File: config.mk
export PLATFORM = sky130hd
export DESIGN_NAME = nibble_bank_regs
export DESIGN_NICKNAME = d
export VERILOG_FILES = /design/src/rtl/nbr_pkg.sv /design/src/rtl/nbr_addr_decode.sv /design/src/rtl/nbr_chr_file.sv /design/src/rtl/nbr_prg_mirror.sv /design/src/rtl/nbr_timer_strobe.sv /design/src/rtl/nibble_bank_regs.sv
export SDC_FILE = /design/constraint.sdc
export NUM_CORES = 1
export LEC_CHECK = 0
export BUFFER_PORTS_ARGS = -buffer_cell sky130_fd_sc_hd__buf_2
export CORE_UTILIZATION = 45
export CTS_BUF_LIST = sky130_fd_sc_hd__clkbuf_2
export DETAILED_ROUTE_END_ITERATION = 8
export GPL_TIMING_DRIVEN = 0
export HOLD_SLACK_MARGIN = 0.03
export PLACE_DENSITY = 0.72
export REMOVE_ABC_BUFFERS = 1
export SLEW_MARGIN = 20
export SYNTH_ARGS = -nofsm -noshare
export SYNTH_HDL_FRONTEND = slang
export SYNTH_SLANG_ARGS = --single-unit
File: constraint.sdc
create_clock -name clk -period 2.3 [get_ports clk]
set_clock_uncertainty 0.15 [all_clocks]
set_input_delay 0.46 -clock clk [delete_from_list [all_inputs] [get_ports clk]]
set_output_delay 0.46 -clock clk [all_outputs]
set_load 0.02 [all_outputs]
File: src/rtl/nbr_pkg.sv
// Package nbr_pkg
// Shared widths, write-decode types and reset values for the nibble bank
// register decoder. Assumes an 8-bit CPU data bus and a 16-bit address bus.
package nbr_pkg;

    localparam int ADDR_W    = 16;
    localparam int BYTE_W    = 8;
    localparam int NIB_W     = BYTE_W / 2;
    localparam int CHR_REGS  = 8;
    localparam int CHR_IDX_W = $clog2(CHR_REGS);
    localparam int PRG_SLOTS = 4;
    localparam int TMR_CMDS  = 4;
    localparam int TMR_SEL_W = $clog2(TMR_CMDS);

    // Kind of register a write targets
    typedef enum logic [2:0] {
        OP_NONE,
        OP_PRG0,
        OP_PRG1,
        OP_MIRR,
        OP_CHR,
        OP_TIMER
    } wr_op_e;

    // Decoded write: target kind plus the fields each kind needs
    typedef struct packed {
        wr_op_e                 op;
        logic [CHR_IDX_W-1:0]   chr_idx;
        logic                   hi_nib;
        logic [TMR_SEL_W-1:0]   tmr_sel;
    } wr_dec_t;

    // Reset value of pattern bank register i
    function automatic logic [BYTE_W-1:0] chr_reset_val(input int i);
        return (i < CHR_REGS / 2) ? {BYTE_W{1'b1}} : BYTE_W'(i);
    endfunction

endpackage

File: src/rtl/nbr_addr_decode.sv
// Module nbr_addr_decode
// Purely combinational. Forms the effective address (bits 15:8 kept,
// bits 7:2 cleared, bits 1:0 taken from address lines 3:2) and classifies
// the write. Assumes the caller qualifies the result with its write enable.
module nbr_addr_decode
    import nbr_pkg::*;
(
    input  logic [ADDR_W-1:0] wr_addr,
    output wr_dec_t           dec
);

    logic [ADDR_W-1:0] eff;
    logic [7:0]        page;
    logic              unused_addr_bits;

    assign eff  = {wr_addr[15:8], 6'b0, wr_addr[3:2]};
    assign page = eff[15:8];
    assign unused_addr_bits = ^{wr_addr[7:4], wr_addr[1:0]};

    // Classify the effective address into a target and its sub-fields
    always_comb begin
        dec         = '0;
        dec.op      = OP_NONE;
        dec.chr_idx = CHR_IDX_W'({eff[13:12], eff[11] | eff[1]} + 3'd2);
        dec.hi_nib  = eff[0];
        dec.tmr_sel = eff[1:0];
        if (page >= 8'hB0 && page <= 8'hE0) begin
            dec.op = OP_CHR;
        end else begin
            case (page[7:4])
                4'h8:    dec.op = OP_PRG0;
                4'h9:    dec.op = OP_MIRR;
                4'hA:    dec.op = OP_PRG1;
                4'hF:    dec.op = (page == 8'hF0) ? OP_TIMER : OP_NONE;
                default: dec.op = OP_NONE;
            endcase
        end
    end

endmodule

File: src/rtl/nbr_chr_file.sv
// Module nbr_chr_file
// Eight pattern bank registers, each written one nibble at a time from the
// low data nibble. Assumes wr_go is a single-cycle qualified write pulse.
module nbr_chr_file
    import nbr_pkg::*;
(
    input  logic                              clk,
    input  logic                              rst_n,
    input  logic                              wr_go,
    input  logic [CHR_IDX_W-1:0]              idx,
    input  logic                              hi_nib,
    input  logic [NIB_W-1:0]                  nib,
    output logic [CHR_REGS-1:0][BYTE_W-1:0]   banks
);

    for (genvar g = 0; g < CHR_REGS; g++) begin : g_bank
        logic [BYTE_W-1:0] r;
        logic              hit;
        assign hit = wr_go && (idx == CHR_IDX_W'(g));

        // Reset to power-up value, else merge the addressed nibble
        always_ff @(posedge clk) begin
            if (!rst_n) begin
                r <= chr_reset_val(g);
            end else if (hit) begin
                if (hi_nib) r <= {nib, r[NIB_W-1:0]};
                else        r <= {r[BYTE_W-1:NIB_W], nib};
            end
        end

        assign banks[g] = r;
    end

endmodule

File: src/rtl/nbr_prg_mirror.sv
// Module nbr_prg_mirror
// Two switchable program bank registers and the mirroring bit. The upper
// two program slots are fixed to the last two banks. Assumes single-cycle
// qualified write pulses, at most one of which is high.
module nbr_prg_mirror
    import nbr_pkg::*;
(
    input  logic                              clk,
    input  logic                              rst_n,
    input  logic                              prg0_go,
    input  logic                              prg1_go,
    input  logic                              mirr_go,
    input  logic [BYTE_W-1:0]                 data,
    output logic [PRG_SLOTS-1:0][BYTE_W-1:0]  prg_banks,
    output logic                              mirror_horiz
);

    logic [BYTE_W-1:0] prg0_q, prg1_q;
    logic              mirr_q;

    // Program bank registers: full-byte loads
    always_ff @(posedge clk) begin
        if (!rst_n) begin
            prg0_q <= BYTE_W'(0);
            prg1_q <= BYTE_W'(1);
        end else begin
            if (prg0_go) prg0_q <= data;
            if (prg1_go) prg1_q <= data;
        end
    end

    // Mirroring bit: keeps data bit 0 only
    always_ff @(posedge clk) begin
        if (!rst_n)       mirr_q <= 1'b0;
        else if (mirr_go) mirr_q <= data[0];
    end

    assign prg_banks[0] = prg0_q;
    assign prg_banks[1] = prg1_q;
    assign prg_banks[2] = {{(BYTE_W-1){1'b1}}, 1'b0};
    assign prg_banks[3] = {BYTE_W{1'b1}};
    assign mirror_horiz = mirr_q;

endmodule

File: src/rtl/nbr_timer_strobe.sv
// Module nbr_timer_strobe
// Turns a qualified timer write into a registered one-hot command pulse
// with the data byte alongside. Assumes wr_go lasts one cycle per write.
module nbr_timer_strobe
    import nbr_pkg::*;
(
    input  logic                  clk,
    input  logic                  rst_n,
    input  logic                  wr_go,
    input  logic [TMR_SEL_W-1:0]  sel,
    input  logic [BYTE_W-1:0]     data,
    output logic [TMR_CMDS-1:0]   stb,
    output logic [BYTE_W-1:0]     stb_data
);

    // Pulse register: one bit per timer command, cleared when idle
    always_ff @(posedge clk) begin
        if (!rst_n)     stb <= '0;
        else if (wr_go) stb <= TMR_CMDS'(1) << sel;
        else            stb <= '0;
    end

    // Data register: captures the byte of the timer write
    always_ff @(posedge clk) begin
        if (!rst_n)     stb_data <= '0;
        else if (wr_go) stb_data <= data;
    end

endmodule

File: src/rtl/nibble_bank_regs.sv
// Module nibble_bank_regs
// Top of the nibble-programmed bank register decoder. Qualifies CPU writes
// with the alternate-mode input, decodes the swizzled address and routes
// the write to the pattern file, program/mirroring registers or timer
// strobes. Assumes wr_en is high for exactly one clock per CPU write.
module nibble_bank_regs
    import nbr_pkg::*;
(
    input  logic                              clk,
    input  logic                              rst_n,
    input  logic                              alt_mode,
    input  logic                              wr_en,
    input  logic [15:0]                       wr_addr,
    input  logic [7:0]                        wr_data,
    output logic [3:0][7:0]                   prg_banks,
    output logic [7:0][7:0]                   chr_banks,
    output logic                              mirror_horiz,
    output logic [3:0]                        tmr_stb,
    output logic [7:0]                        tmr_data
);

    wr_dec_t dec;
    logic    go;

    assign go = wr_en && alt_mode;

    nbr_addr_decode u_dec (
        .wr_addr (wr_addr),
        .dec     (dec)
    );

    nbr_chr_file u_chr (
        .clk    (clk),
        .rst_n  (rst_n),
        .wr_go  (go && dec.op == OP_CHR),
        .idx    (dec.chr_idx),
        .hi_nib (dec.hi_nib),
        .nib    (wr_data[NIB_W-1:0]),
        .banks  (chr_banks)
    );

    nbr_prg_mirror u_prg (
        .clk          (clk),
        .rst_n        (rst_n),
        .prg0_go      (go && dec.op == OP_PRG0),
        .prg1_go      (go && dec.op == OP_PRG1),
        .mirr_go      (go && dec.op == OP_MIRR),
        .data         (wr_data),
        .prg_banks    (prg_banks),
        .mirror_horiz (mirror_horiz)
    );

    nbr_timer_strobe u_tmr (
        .clk      (clk),
        .rst_n    (rst_n),
        .wr_go    (go && dec.op == OP_TIMER),
        .sel      (dec.tmr_sel),
        .data     (wr_data),
        .stb      (tmr_stb),
        .stb_data (tmr_data)
    );

endmodule

[Word level (Yosys, flattened, before mapping)]
Index checks and enable logic that the tools add are counted.
Word-level totals
  bits in registers: 93
  input bits: 28
  output and inout bits: 109
  logic and storage cells: 80
Cells by class
  add/subtract/negate cells: 1
  $lt $le $gt $ge: 2
  equal/unequal tests: 17
  shifts and indexed selects: 1
  muxes and demuxes: 3
  bitwise logic cells: 2
  reductions and logical operators: 33
Operators by type and width (count)
  $reduce_and 2->1: 17
  $eq 3x3->1 const B: 6
  $eq 4x4->1 const B: 4
  $logic_and 1x1->1: 15
  $eq 3x2->1 const B: 4
  $pmux 3 s4: 1
  $eq 8x8->1 const B: 1
  $ge 8x8->1 const B: 1
  $le 8x8->1 const B: 1
  $eq 3x1->1 const B: 2
  $mux 3: 2
  $shl 1x2->4 const A: 1
  $add 3x2->3 const B: 1
  $logic_not 3->1: 1
  $not 1->1: 1
  $or 1x1->1: 1

[Depth between registers and ports, before layout]
Gate-level depths: netlist of run 1.
  word-level depth: 8
  depth in mapped cells: 8
  gate-level depth less buffers: 6

[Modules after synthesis]
A second synthesis of run 1 with hierarchy kept.
Second synthesis, totals
  cells, all modules: 382
  area total of the unflattened synthesis: 3916.3 um^2
Modules (own cells, without submodules)
  nbr_chr_file: instances 1, cells each 243, area each 2491.1 um^2, seq. area each 1281.2 um^2
  nbr_prg_mirror: instances 1, cells each 72, area each 772.0 um^2, seq. area each 340.3 um^2
  nbr_timer_strobe: instances 1, cells each 34, area each 426.7 um^2, seq. area each 240.2 um^2
  nbr_addr_decode: instances 1, cells each 24, area each 180.2 um^2, seq. area each 0.0 um^2
  nibble_bank_regs: instances 1, cells each 9, area each 46.3 um^2, seq. area each 0.0 um^2

[Worst setup path after synthesis of run 1]
No wires, ideal clock.
  path kind: input to register
  start: input wr_addr[12]
  end: register u_chr.g_bank[4].r[7]
  library setup time: 0.072 ns
  arrival: 2.115 ns
  data required time: 2.078 ns
  setup slack: -0.037 ns
  stages: 8
  buffers on the path: 3
  path through: clkbuf_1 inv_1 ha_1 clkbuf_1 clkbuf_1 nand4_1 a21oi_4 mux2i_1
Between the ends
  word-level cells in the longest chain between the ends: 8
  elaborated cells on any way between the ends: 17
  classes of those cells: 1 x add/sub; 2 x order compare; 7 x eq/ne; 3 x mux; 4 x reduce/logical
RTL lines
  start, declared: line nibble_bank_regs.sv:13  | input logic [15:0] wr_addr,
  $eq 8x8->1: line nbr_addr_decode.sv:34  | 4'hF: dec.op = (page == 8'hF0) ? OP_TIMER : OP_NONE;
  $mux 3: line nbr_addr_decode.sv:34
  $pmux 3 s4: line nbr_addr_decode.sv:30  | case (page[7:4])
  $mux 3: line nbr_addr_decode.sv:27  | if (page >= 8'hB0 && page <= 8'hE0) begin
  $eq 3x3->1: line nibble_bank_regs.sv:35  | .wr_go (go && dec.op == OP_CHR),
  $logic_and 1x1->1: line nibble_bank_regs.sv:35
  $logic_and 1x1->1 (*): line nbr_chr_file.sv:19  | assign hit = wr_go && (idx == CHR_IDX_W'(g));
  $reduce_and 2->1 (no line) (*)
  end signal, assigned: line nbr_chr_file.sv:24  | r <= chr_reset_val(g);
  end signal, assigned: line nbr_chr_file.sv:26  | if (hi_nib) r <= {nib, r[NIB_W-1:0]};
  end signal, assigned: line nbr_chr_file.sv:27  | else r <= {r[BYTE_W-1:NIB_W], nib};
  end, declared: line nbr_chr_file.sv:17  | logic [BYTE_W-1:0] r;
Mark *: on every way between the ends. The rest lies on a longest branch, timed or not.
A chain may end at the register's enable or synchronous reset.

[Final worst setup path of run 1]
  start: input wr_addr[3]
  end: register u_chr.g_bank[6].r[3]
Between the ends
  word-level cells in the longest chain between the ends: 5
RTL lines
  $or 1x1->1: line nbr_addr_decode.sv:24  | dec.chr_idx = CHR_IDX_W'({eff[13:12], eff[11] | eff[1]} + 3'd2);
  $add 3x2->3: line nbr_addr_decode.sv:24
  $eq 3x3->1: line nbr_chr_file.sv:19
  $logic_and 1x1->1: line nbr_chr_file.sv:19
  $reduce_and 2->1 (no line)
  end signal, assigned: line nbr_chr_file.sv:24
  end signal, assigned: line nbr_chr_file.sv:26
  end signal, assigned: line nbr_chr_file.sv:27
  end, declared: line nbr_chr_file.sv:17
No other way between the ends.

==> impl_metrics.json, run 1 <==
{
  "nFillCells": 794,
  "cts_root_buf": "clkbuf_2",
  "drt_iter0_drc": 95,
  "netlist_top_cells_count": "93 x dfxtp_1, 89 x mux2i_1, 73 x nor2b_1",
  "htreeDepth": 3,
  "power_w": 0.00294,
  "final_util": 0.554,
  "clock_path_buffers": 2,
  "routed_wl_um": 8960,
  "fmax_mhz": 457,
  "register_area_um2": 1860,
  "routabilityCongestion": 0.754,
  "n_antenna_cell": 0,
  "vias": 2989,
  "leakagePower_nw": 2.20,
  "post-place-ws_ns": -0.281,
  "synth_cells": 394,
  "arrival_ns": 2.44,
  "timing.final.ws_setup_ns": 0.111,
  "outcome": "completed",
  "syn_to_final_growth_pct": 19.5,
  "slew_viol_final": 0,
  "async_flop_share": 0,
  "track_usage": 0.194,
  "crit_start": "wr_addr[3]",
  "yosysUniqueCellTypes": 35,
  "grt_pass1_wl_um": 14600,
  "ys_ff_latch": 93,
  "multi_input_area_um2": 2020,
  "grt-ovfl-total": 0,
  "yosysWarnings": 0,
  "synth-edff-count": 0,
  "r2r-start": "u_chr.g_bank[7].r[0]$_SDFFE_PN1P_",
  "cp-start-kind": "input port",
  "drtPass1Iterations": 4,
  "grt_max_degree": 100,
  "hold_violations": 0,
  "clk_latency_ns": 0.53,
  "tritoncts": "built",
  "min_from": "wr_data[7]",
  "critical_path_required_ns": 2.55,
  "die_w_um": 96.8,
  "ys_seq_area_frac": 0.461,
  "cp-end-kind": "flop",
  "ir_worst_vdd_mv": 0.357,
  "tightest_slew_ns": 0.964,
  "synth.avg_cell_area_um2": 10.3,
  "core_um2": 8720,
  "rows": 34,
  "die_y_um": 96.8,
  "dp_hpwl_um": 6320,
  "synthTopCellsByArea": "dfxtp_1 46%, mux2i_1 22%, nor2b_1 11%, buf_4 3.0%, nand2_1 3.0%",
  "synth_area_um2": 4040,
  "initial_core_util": 0.463,
  "fin_nets": 531,
  "hold_class": "in2reg",
  "cts.clk_slew.worst_paths_ns": 0.20,
  "numCtsBuffers": 9,
  "ctsResizeCount": 0,
  "fin_setup_tns_ns": 0,
  "finalSetupViolCount": 0,
  "drive_gt1_frac": 0.284,
  "period_minus_slack_ns": 2.19,
  "cts_setup_buffers": 0,
  "drc": 0,
  "synth_ff_type": "dfxtp_1",
  "critPathKind": "in2reg",
  "antenna_left": 0,
  "cts.sinks": 93,
  "drv_cap": 0,
  "ioPinCount": 137,
  "grt_pass1_vias": 2909,
  "wl_per_cell_um": 14.6,
  "p_per_area_nw_per_um2": 609,
  "io_buffer_count": 114,
  "die_area_um2": 9360,
  "cts_hold_buf": 4,
  "via_per_inst": 4.88,
  "synth.most_common_cell": "dfxtp_1",
  "final.period_utilization": 0.952,
  "max_slew_margin": 0.356,
  "grt_setup_unrepaired": "false",
  "antenna_found_initial": 0,
  "synth_top_cell_by_area": "dfxtp_1",
  "yosys.area.top_type_share": 0.461,
  "worstPathMaxFanout": 7
}
==> where the power goes <==
| part | leakage [nW] | switching, W | internal, W | total (W) |
|---|---|---|---|---|
| Clock | 0.106 | 0.000527 | 0.000591 | 0.00112 |
| Combinational | 1.34 | 0.000137 | 0.0000636 | 0.000200 |
| Sequential | 0.751 | 0.00000176 | 0.00162 | 0.00162 |
| Total | 2.20 | 0.000665 | 0.00227 | 0.00294 |
==> cells by family (layout without fill, tap and decap cells) <==
| family | after synthesis | in the layout | share of synthesized area |
|---|---|---|---|
| and+or+nand+nor | 141 | 141 | 0.200 |
| DFF | 93 | 93 | 0.461 |
| muxes | 89 | 89 | 0.221 |
| buffers and inverters | 43 | 139 | 0.0554 |
| AOI/OAI and AO/OA | 22 | 22 | 0.0492 |
| adders and majority gates | 4 | 4 | 0.0124 |
| other | 2 | 16 | 0.00186 |
==> path summary, 6_finish.rpt <==
kind / endpoint / slack, ns / cells after the start
worst max-delay path: u_chr.g_bank[6].r[3]$_SDFFE_PN0P_ / 0.11 / 5
worst min-delay path: u_prg.prg0_q[7]$_SDFFE_PN0P_ / 0.08 / 3
worst max register to register: u_chr.g_bank[7].r[0]$_SDFFE_PN1P_ / 1.45 / 2
worst min register to register: u_chr.g_bank[7].r[3]$_SDFFE_PN0P_ / 0.32 / 2
==> flip-flops by register name, summed over array words and instances, names as in the netlist <==
| register | cells |
|---|---|
| u_chr.g_bank.r | 64 |
| u_prg.prg0_q | 8 |
| u_prg.prg1_q | 8 |
| u_tmr.stb_data | 8 |
| u_tmr.stb | 4 |
| u_prg.mirror_horiz | 1 |
==> through the flow <==
step	std cells	area, µm²	hold WS [ns]
after detailed placement	592	4610	0.297
after floorplan	368	3880	0.372
after global routing	612	4830	0.0554
after global placement	590	4590	0.291
final	612	4830	0.0786
after CTS	612	4830	0.0306
==> metal layers <==
layer | vias up | track usage | wire length, µm
li1 | 1501 | - | -
met1 | 1391 | 0.250 | 4150
met2 | 86 | 0.305 | 4120
met3 | 11 | 0.0571 | 548
met4 | 0 | 0.0746 | 144
met5 | - | 0 | 0
==> cells in the final DEF (no fill, tap or decap), types with 4 or more instances in the layout <==
master / n
buf_2: 115
conb_1: 16
clkbuf_2: 12
nand3_1: 5
o21ai_1: 8
nor3_1: 8
nand2_1: 32
ha_1: 4
nor2_1: 5
dfxtp_1: 93
a21oi_4: 6
dlygate4sd3_1: 4
mux2i_1: 89
nor2b_1: 72
bufinv_16: 4
==> worst max-delay path, stage by stage <==
cell,delay (ns)
dlygate4sd3_1,0.54
buf_2,0.16
nor4bb_1,0.56
o2111ai_1,0.49
mux2i_1,0.22
==> final cells by class <==
cell class,instances,area share
clock buffer,12,0.0124
clock inverter,4,0.0249
inverter,3,0.00233
multi-input combinational,272,0.418
sequential,93,0.386
tap,108,0.0280
timing repair buffer,120,0.129
Note: power is estimated with default switching activity, not from simulation.
==> run 2: changes to the inputs <==
--- a/config.mk
+++ b/config.mk
@@ -9,7 +9,6 @@
 export CORE_UTILIZATION = 45
 export CTS_BUF_LIST = sky130_fd_sc_hd__clkbuf_2
 export DETAILED_ROUTE_END_ITERATION = 8
-export GPL_TIMING_DRIVEN = 0
 export HOLD_SLACK_MARGIN = 0.03
 export PLACE_DENSITY = 0.72
 export REMOVE_ABC_BUFFERS = 1
==> constraint.sdc (replaced) <==
create_clock -name clk -period 2.3 [get_ports clk]
set_clock_uncertainty 0.15 [all_clocks]
set_input_delay 0.46 -clock clk [delete_from_list [all_inputs] [get_ports clk]]
set_output_delay 0.46 -clock clk [all_outputs]
set_load 0.1 [all_outputs]
==> run 2 against run 1 <==
Against the previous run: total power is 11% lower; setup slack better by 0.084 ns; first-iteration DRC count is 5.3% higher; largest power group unchanged.
==> impl_metrics.json, run 2 (same netlist as run 1, synthesis figures left out) <==
{
  "grt_pass1_vias": 2968,
  "critPathBufInv": 3,
  "wl_per_cell_um": 14.2,
  "drc": 0,
  "reg2reg_slack_ns": 1.47,
  "slew_viol_final": 0,
  "hold_violations": 0,
  "max_slew_margin": 0.531,
  "antenna_found_initial": 0,
  "clk_latency_ns": 0.50,
  "p_per_area_nw_per_um2": 529,
  "cts_root_buf": "clkbuf_2",
  "outcome": "completed",
  "routabilityCongestion": 0.764,
  "r2r-start": "u_prg.prg1_q[0]$_SDFFE_PN1P_",
  "clock_path_buffers": 2,
  "finalSetupViolCount": 0,
  "tightest_slew_ns": 0.704,
  "grt_max_degree": 47,
  "cts_setup_buffers": 0,
  "reg2reg_depth": 2,
  "min_from": "wr_data[7]",
  "hold_slack_ns": 0.0720,
  "cpPeakStageDelay_ns": 0.56,
  "p_int_w": 0.00184,
  "final.period_utilization": 0.915,
  "routed_wl_um": 9020,
  "io_buffer_count": 114,
  "drtPass1Iterations": 4,
  "cp-end-kind": "flop",
  "crit_cells": 7,
  "initial_core_util": 0.463,
  "htreeDepth": 3,
  "worstPathMaxFanout": 7,
  "top_register": "u_chr.g_bank.r",
  "critical_path_required_ns": 2.59,
  "timing.final.ws_setup_ns": 0.195,
  "cts.sinks": 93,
  "dp_hpwl_um": 6510,
  "arrival_ns": 2.39,
  "r2r_end": "u_prg.prg1_q[0]$_SDFFE_PN1P_",
  "seqPwrFrac": 0.623,
  "via_per_inst": 4.85,
  "largest_reg_flops": 64,
  "hold_class": "in2reg",
  "drive_gt1_frac": 0.312,
  "grt_pass1_wl_um": 14500,
  "post-place-ws_ns": 0.00746,
  "drv_cap": 0,
  "die_w_um": 96.8,
  "cp_cell_sequence": "dlygate4sd3_1 -> buf_2 -> or4bb_1 -> nor3_1 -> o21ai_1 -> buf_4 -> mux2i_1",
  "period_minus_slack_ns": 2.11,
  "final_cell_mix": "114 x buf_2, 93 x dfxtp_1, 89 x mux2i_1",
  "final_util": 0.565,
  "grt_setup_unrepaired": "false",
  "antenna_left": 0,
  "die_area_um2": 9360,
  "ioPinCount": 137,
  "vias": 3076,
  "cpLargestDelayFamily": "buffers and inverters",
  "grt-ovfl-total": 0,
  "critPathKind": "in2reg",
  "track_usage": 0.193,
  "register_area_um2": 1860,
  "rows": 34,
  "pwr-share-clk": 0.250,
  "fmax_mhz": 475,
  "switchingPower_w": 0.000765,
  "ir_worst_vdd_mv": 0.370,
  "cts.clk_slew.worst_paths_ns": 0.23,
  "core_um2": 8720,
  "leakagePower_nw": 2.25,
  "cp-start-kind": "input port",
  "tritoncts": "built",
  "final_common_cell": "buf_2",
  "nFillCells": 796,
  "worstHoldEndpoint": "u_prg.prg0_q[7]$_SDFFE_PN0P_",
  "comb_power_share": 0.127,
  "n_antenna_cell": 0,
  "hold_depth": 3,
  "fin_nets": 554,
  "ctsResizeCount": 0,
  "cp_slowest_cell": "or4bb_1",
  "die_y_um": 96.8,
  "numCtsBuffers": 9,
  "drt_iter0_drc": 100,
  "cts_hold_buf": 3,
  "sw_frac_of_total": 0.294,
  "syn_to_final_growth_pct": 21.9,
  "multi_input_area_um2": 2010
}
[run 2: cell types whose count changed in the layout (fill, tap and decap cells not counted), sizes merged]
cell and change:
buf +24, bufinv -4, clkinv +1, clkbuf -1, dlygate4sd3 -1, clkinvlp +3
[run 2: layout make-up]
cell class / instances / share of cell area
clock buffer: 11 / 0.0112
clock inverter: 4 / 0.00534
inverter: 3 / 0.00229
multi-input combinational: 272 / 0.409
sequential: 93 / 0.378
tap: 108 / 0.0274
timing repair buffer: 143 / 0.167
[run 2: metrics by stage]
| step | TNS, ns | instances | total power [W] | cell area, µm² |
|---|---|---|---|---|
| after CTS | 0 | 634 | 0.00263 | 4920 |
| after global placement | 0 | 616 | 0.00197 | 4810 |
| final | 0 | 634 | 0.00260 | 4920 |
| after floorplan | -6.48 | 368 | 0.00187 | 3880 |
| after detailed placement | 0 | 616 | 0.00198 | 4810 |
| after global routing | 0 | 634 | 0.00271 | 4920 |
[run 2: power by group through the flow]
stage	registers, W	logic (W)	clock network, W
2_1_floorplan	0.00168	0.000196	0
3_3_place_gp	0.00165	0.000321	0
3_5_place_dp	0.00165	0.000326	0
4_1_cts	0.00162	0.000331	0.000676
5_1_grt	0.00162	0.000347	0.000743
6_report	0.00162	0.000331	0.000651
[run 2: worst max path at each step]
| stage | startpoint | slack (ns) | endpoint |
|---|---|---|---|
| 4_1_cts | wr_addr[3] | 0.26 | u_chr.g_bank[0].r[7]$_SDFFE_PN1P_ |
| 3_3_place_gp | wr_addr[11] | 0.06 | u_chr.g_bank[5].r[7]$_SDFFE_PN0P_ |
| 2_1_floorplan | wr_addr[11] | -0.56 | u_tmr.stb_data[0]$_SDFFE_PN0P_ |
| 6_report | wr_addr[3] | 0.19 | u_chr.g_bank[0].r[7]$_SDFFE_PN1P_ |
| 5_1_grt | wr_addr[3] | 0.17 | u_chr.g_bank[0].r[7]$_SDFFE_PN1P_ |
| 3_5_place_dp | wr_addr[12] | 0.007 | u_tmr.stb_data[7]$_SDFFE_PN0P_ |
[run 2: worst reg2reg max path, stage by stage (launching register included)]
cell and delay [ns]:
dfxtp_1 0.37, mux2i_1 0.13, nand2_1 0.08
[run 2: per-layer routing]
layer  global-route usage  vias to the layer above  wire length, µm
li1                     -                     1549                -
met1                0.239                     1422             4060
met2                0.316                       93             4240
met3               0.0542                       12              535
met4               0.0781                        0              188
met5                    0                        -                0
==> run 3: changes to the inputs <==
--- a/config.mk
+++ b/config.mk
@@ -6,11 +6,11 @@
 export NUM_CORES = 1
 export LEC_CHECK = 0
 export BUFFER_PORTS_ARGS = -buffer_cell sky130_fd_sc_hd__buf_2
-export CORE_UTILIZATION = 45
+export CORE_UTILIZATION = 40
 export CTS_BUF_LIST = sky130_fd_sc_hd__clkbuf_2
 export DETAILED_ROUTE_END_ITERATION = 8
 export HOLD_SLACK_MARGIN = 0.03
-export PLACE_DENSITY = 0.72
+export PLACE_DENSITY = 0.64
 export REMOVE_ABC_BUFFERS = 1
 export SLEW_MARGIN = 20
 export SYNTH_ARGS = -nofsm -noshare
==> run 3 against run 2 <==
Against the previous run: sequential cell count did not move; wire length grew 4.2%; first-iteration DRC count shrank 14%; register-to-register slack worse by 0.02 ns; fmax increased by 1.4%; critical path depth unchanged; global-route usage fell by 1.0 points; critical path type unchanged; largest cell class unchanged; highest routed layer unchanged.
==> impl_metrics.json, run 3 (same netlist as run 1, synthesis figures left out) <==
{
  "syn_to_final_growth_pct": 25.2,
  "worstPathMaxFanout": 7,
  "use_met1": 0.223,
  "grt_pass1_vias": 3029,
  "numCtsBuffers": 9,
  "fin_nets": 561,
  "post-place-ws_ns": 0.0257,
  "p_per_area_nw_per_um2": 563,
  "cp_slowest_cell": "or4bb_1",
  "io_buffer_count": 114,
  "pwr-share-clk": 0.313,
  "busiest_layer": "met2",
  "antenna_left": 0,
  "finalSetupViolCount": 0,
  "final_util": 0.518,
  "ctsResizeCount": 0,
  "n_antenna_cell": 0,
  "tritoncts": "built",
  "max_slew_margin": 0.535,
  "die_w_um": 103,
  "rows": 36,
  "arrival_ns": 2.36,
  "gr-usage-met3": 0.0522,
  "vias": 3131,
  "routed_wl_um": 9400,
  "antenna_found_initial": 0,
  "grt_setup_unrepaired": "false",
  "routabilityCongestion": 0.758,
  "seqPwrFrac": 0.569,
  "period_minus_slack_ns": 2.08,
  "cts.sinks": 93,
  "outcome": "completed",
  "cts_root_buf": "clkbuf_2",
  "sw_frac_of_total": 0.278,
  "initial_core_util": 0.413,
  "drtPass1Iterations": 4,
  "final_cell_mix": "114 x buf_2, 93 x dfxtp_1, 89 x mux2i_1",
  "multi_input_area_um2": 2010,
  "cts.clk_slew.worst_paths_ns": 0.24,
  "switchingPower_w": 0.000794,
  "largest_reg_flops": 64,
  "cp-end-kind": "flop",
  "tightest_slew_ns": 0.697,
  "final.period_utilization": 0.903,
  "top_register": "u_chr.g_bank.r",
  "die_area_um2": 10500,
  "final_common_cell": "buf_2",
  "hold_violations": 0,
  "placedCellCount": 644,
  "grt_max_degree": 46,
  "via_per_inst": 4.69,
  "timing.final.ws_setup_ns": 0.224,
  "comb_power_share": 0.118,
  "clk_latency_ns": 0.54,
  "drv_cap": 0,
  "clock_path_buffers": 2,
  "drc": 0,
  "nFillCells": 925,
  "met2_usage": 0.303,
  "drive_gt1_frac": 0.313,
  "fmax_mhz": 482,
  "core_um2": 9770,
  "leakagePower_nw": 2.31,
  "dp_hpwl_um": 6800,
  "die_y_um": 103,
  "drt_iter0_drc": 86,
  "hold_class": "in2reg",
  "p_int_w": 0.00206,
  "ioPinCount": 137,
  "critical_path_required_ns": 2.59,
  "ir_worst_vdd_mv": 0.283,
  "grt_pass1_wl_um": 14800,
  "register_area_um2": 1860,
  "stdcell_count": 667,
  "cp-start-kind": "input port",
  "track_usage": 0.183,
  "cpPeakStageDelay_ns": 0.57,
  "critPathKind": "in2reg",
  "cp_cell_sequence": "dlygate4sd3_1 -> buf_2 -> or4bb_1 -> nor3_1 -> o21ai_1 -> buf_4 -> mux2i_1",
  "grt-ovfl-total": 0,
  "wl_per_cell_um": 14.1,
  "htreeDepth": 3,
  "slew_viol_final": 0
}
## run 3: cell count changes in the layout (fill, tap and decap cells not counted), sizes merged
cell / change
clkinvlp: -3
dlygate4sd3: +4
clkinv: +4
buf: +3
clkbuf: -2
bufinv: +2
## run 3: layout make-up
type                       instances  share of cell area
tap                              133              0.0329
inverter                           3             0.00223
clock buffer                       9             0.00890
sequential                        93               0.368
timing repair buffer             150               0.172
multi-input combinational        272               0.398
clock inverter                     7              0.0178
## run 3: power groups by stage
stage | sequential [W] | clock, W | combinational, W
6_report | 0.00162 | 0.000892 | 0.000336
5_1_grt | 0.00162 | 0.000991 | 0.000358
4_1_cts | 0.00162 | 0.000921 | 0.000336
3_5_place_dp | 0.00165 | 0 | 0.000327
3_3_place_gp | 0.00165 | 0 | 0.000322
2_1_floorplan | 0.00168 | 0 | 0.000196
## run 3: timing repair
item,CTS,global route
endpoints found under the setup margin,0,0
hold buffers,7,0
buffers inserted,0,0
hold endpoints to repair,15,0
## run 3: metrics by stage
step,setup TNS (ns),hold WS (ns),total power [W],cell area (µm²)
3_3_place_gp,0,0.292,0.00197,4850
2_1_floorplan,-6.48,0.372,0.00187,3880
6_report,0,0.0823,0.00285,5060
3_5_place_dp,0,0.301,0.00198,4850
5_1_grt,0,0.0373,0.00297,5060
4_1_cts,0,0.0510,0.00288,5060
## run 3: path summary, 6_finish.rpt
| kind | startpoint | to | slack [ns] | cells past startpoint |
|---|---|---|---|---|
| worst min register to register | u_chr.g_bank[5].r[1]$_SDFFE_PN0P_ | u_chr.g_bank[5].r[1]$_SDFFE_PN0P_ | 0.32 | 2 |
| worst max-delay path | wr_addr[3] | u_chr.g_bank[0].r[3]$_SDFFE_PN1P_ | 0.22 | 7 |
| worst min-delay path | wr_data[0] | u_prg.prg1_q[0]$_SDFFE_PN1P_ | 0.08 | 3 |
| worst max register to register | u_chr.g_bank[0].r[7]$_SDFFE_PN1P_ | u_chr.g_bank[0].r[7]$_SDFFE_PN1P_ | 1.45 | 2 |
## run 3: critical path: cells and delay by family
family	cells	cell delay, ns
compound gates	1	0.09
mux	1	0.12
buf+inv	3	0.88
simple gates	2	0.81
## run 3: routing by layer
metal | vias up | routed length, µm
met5 | - | 0
met4 | 0 | 137
met3 | 11 | 591
met2 | 91 | 4500
met1 | 1466 | 4170
li1 | 1563 | -
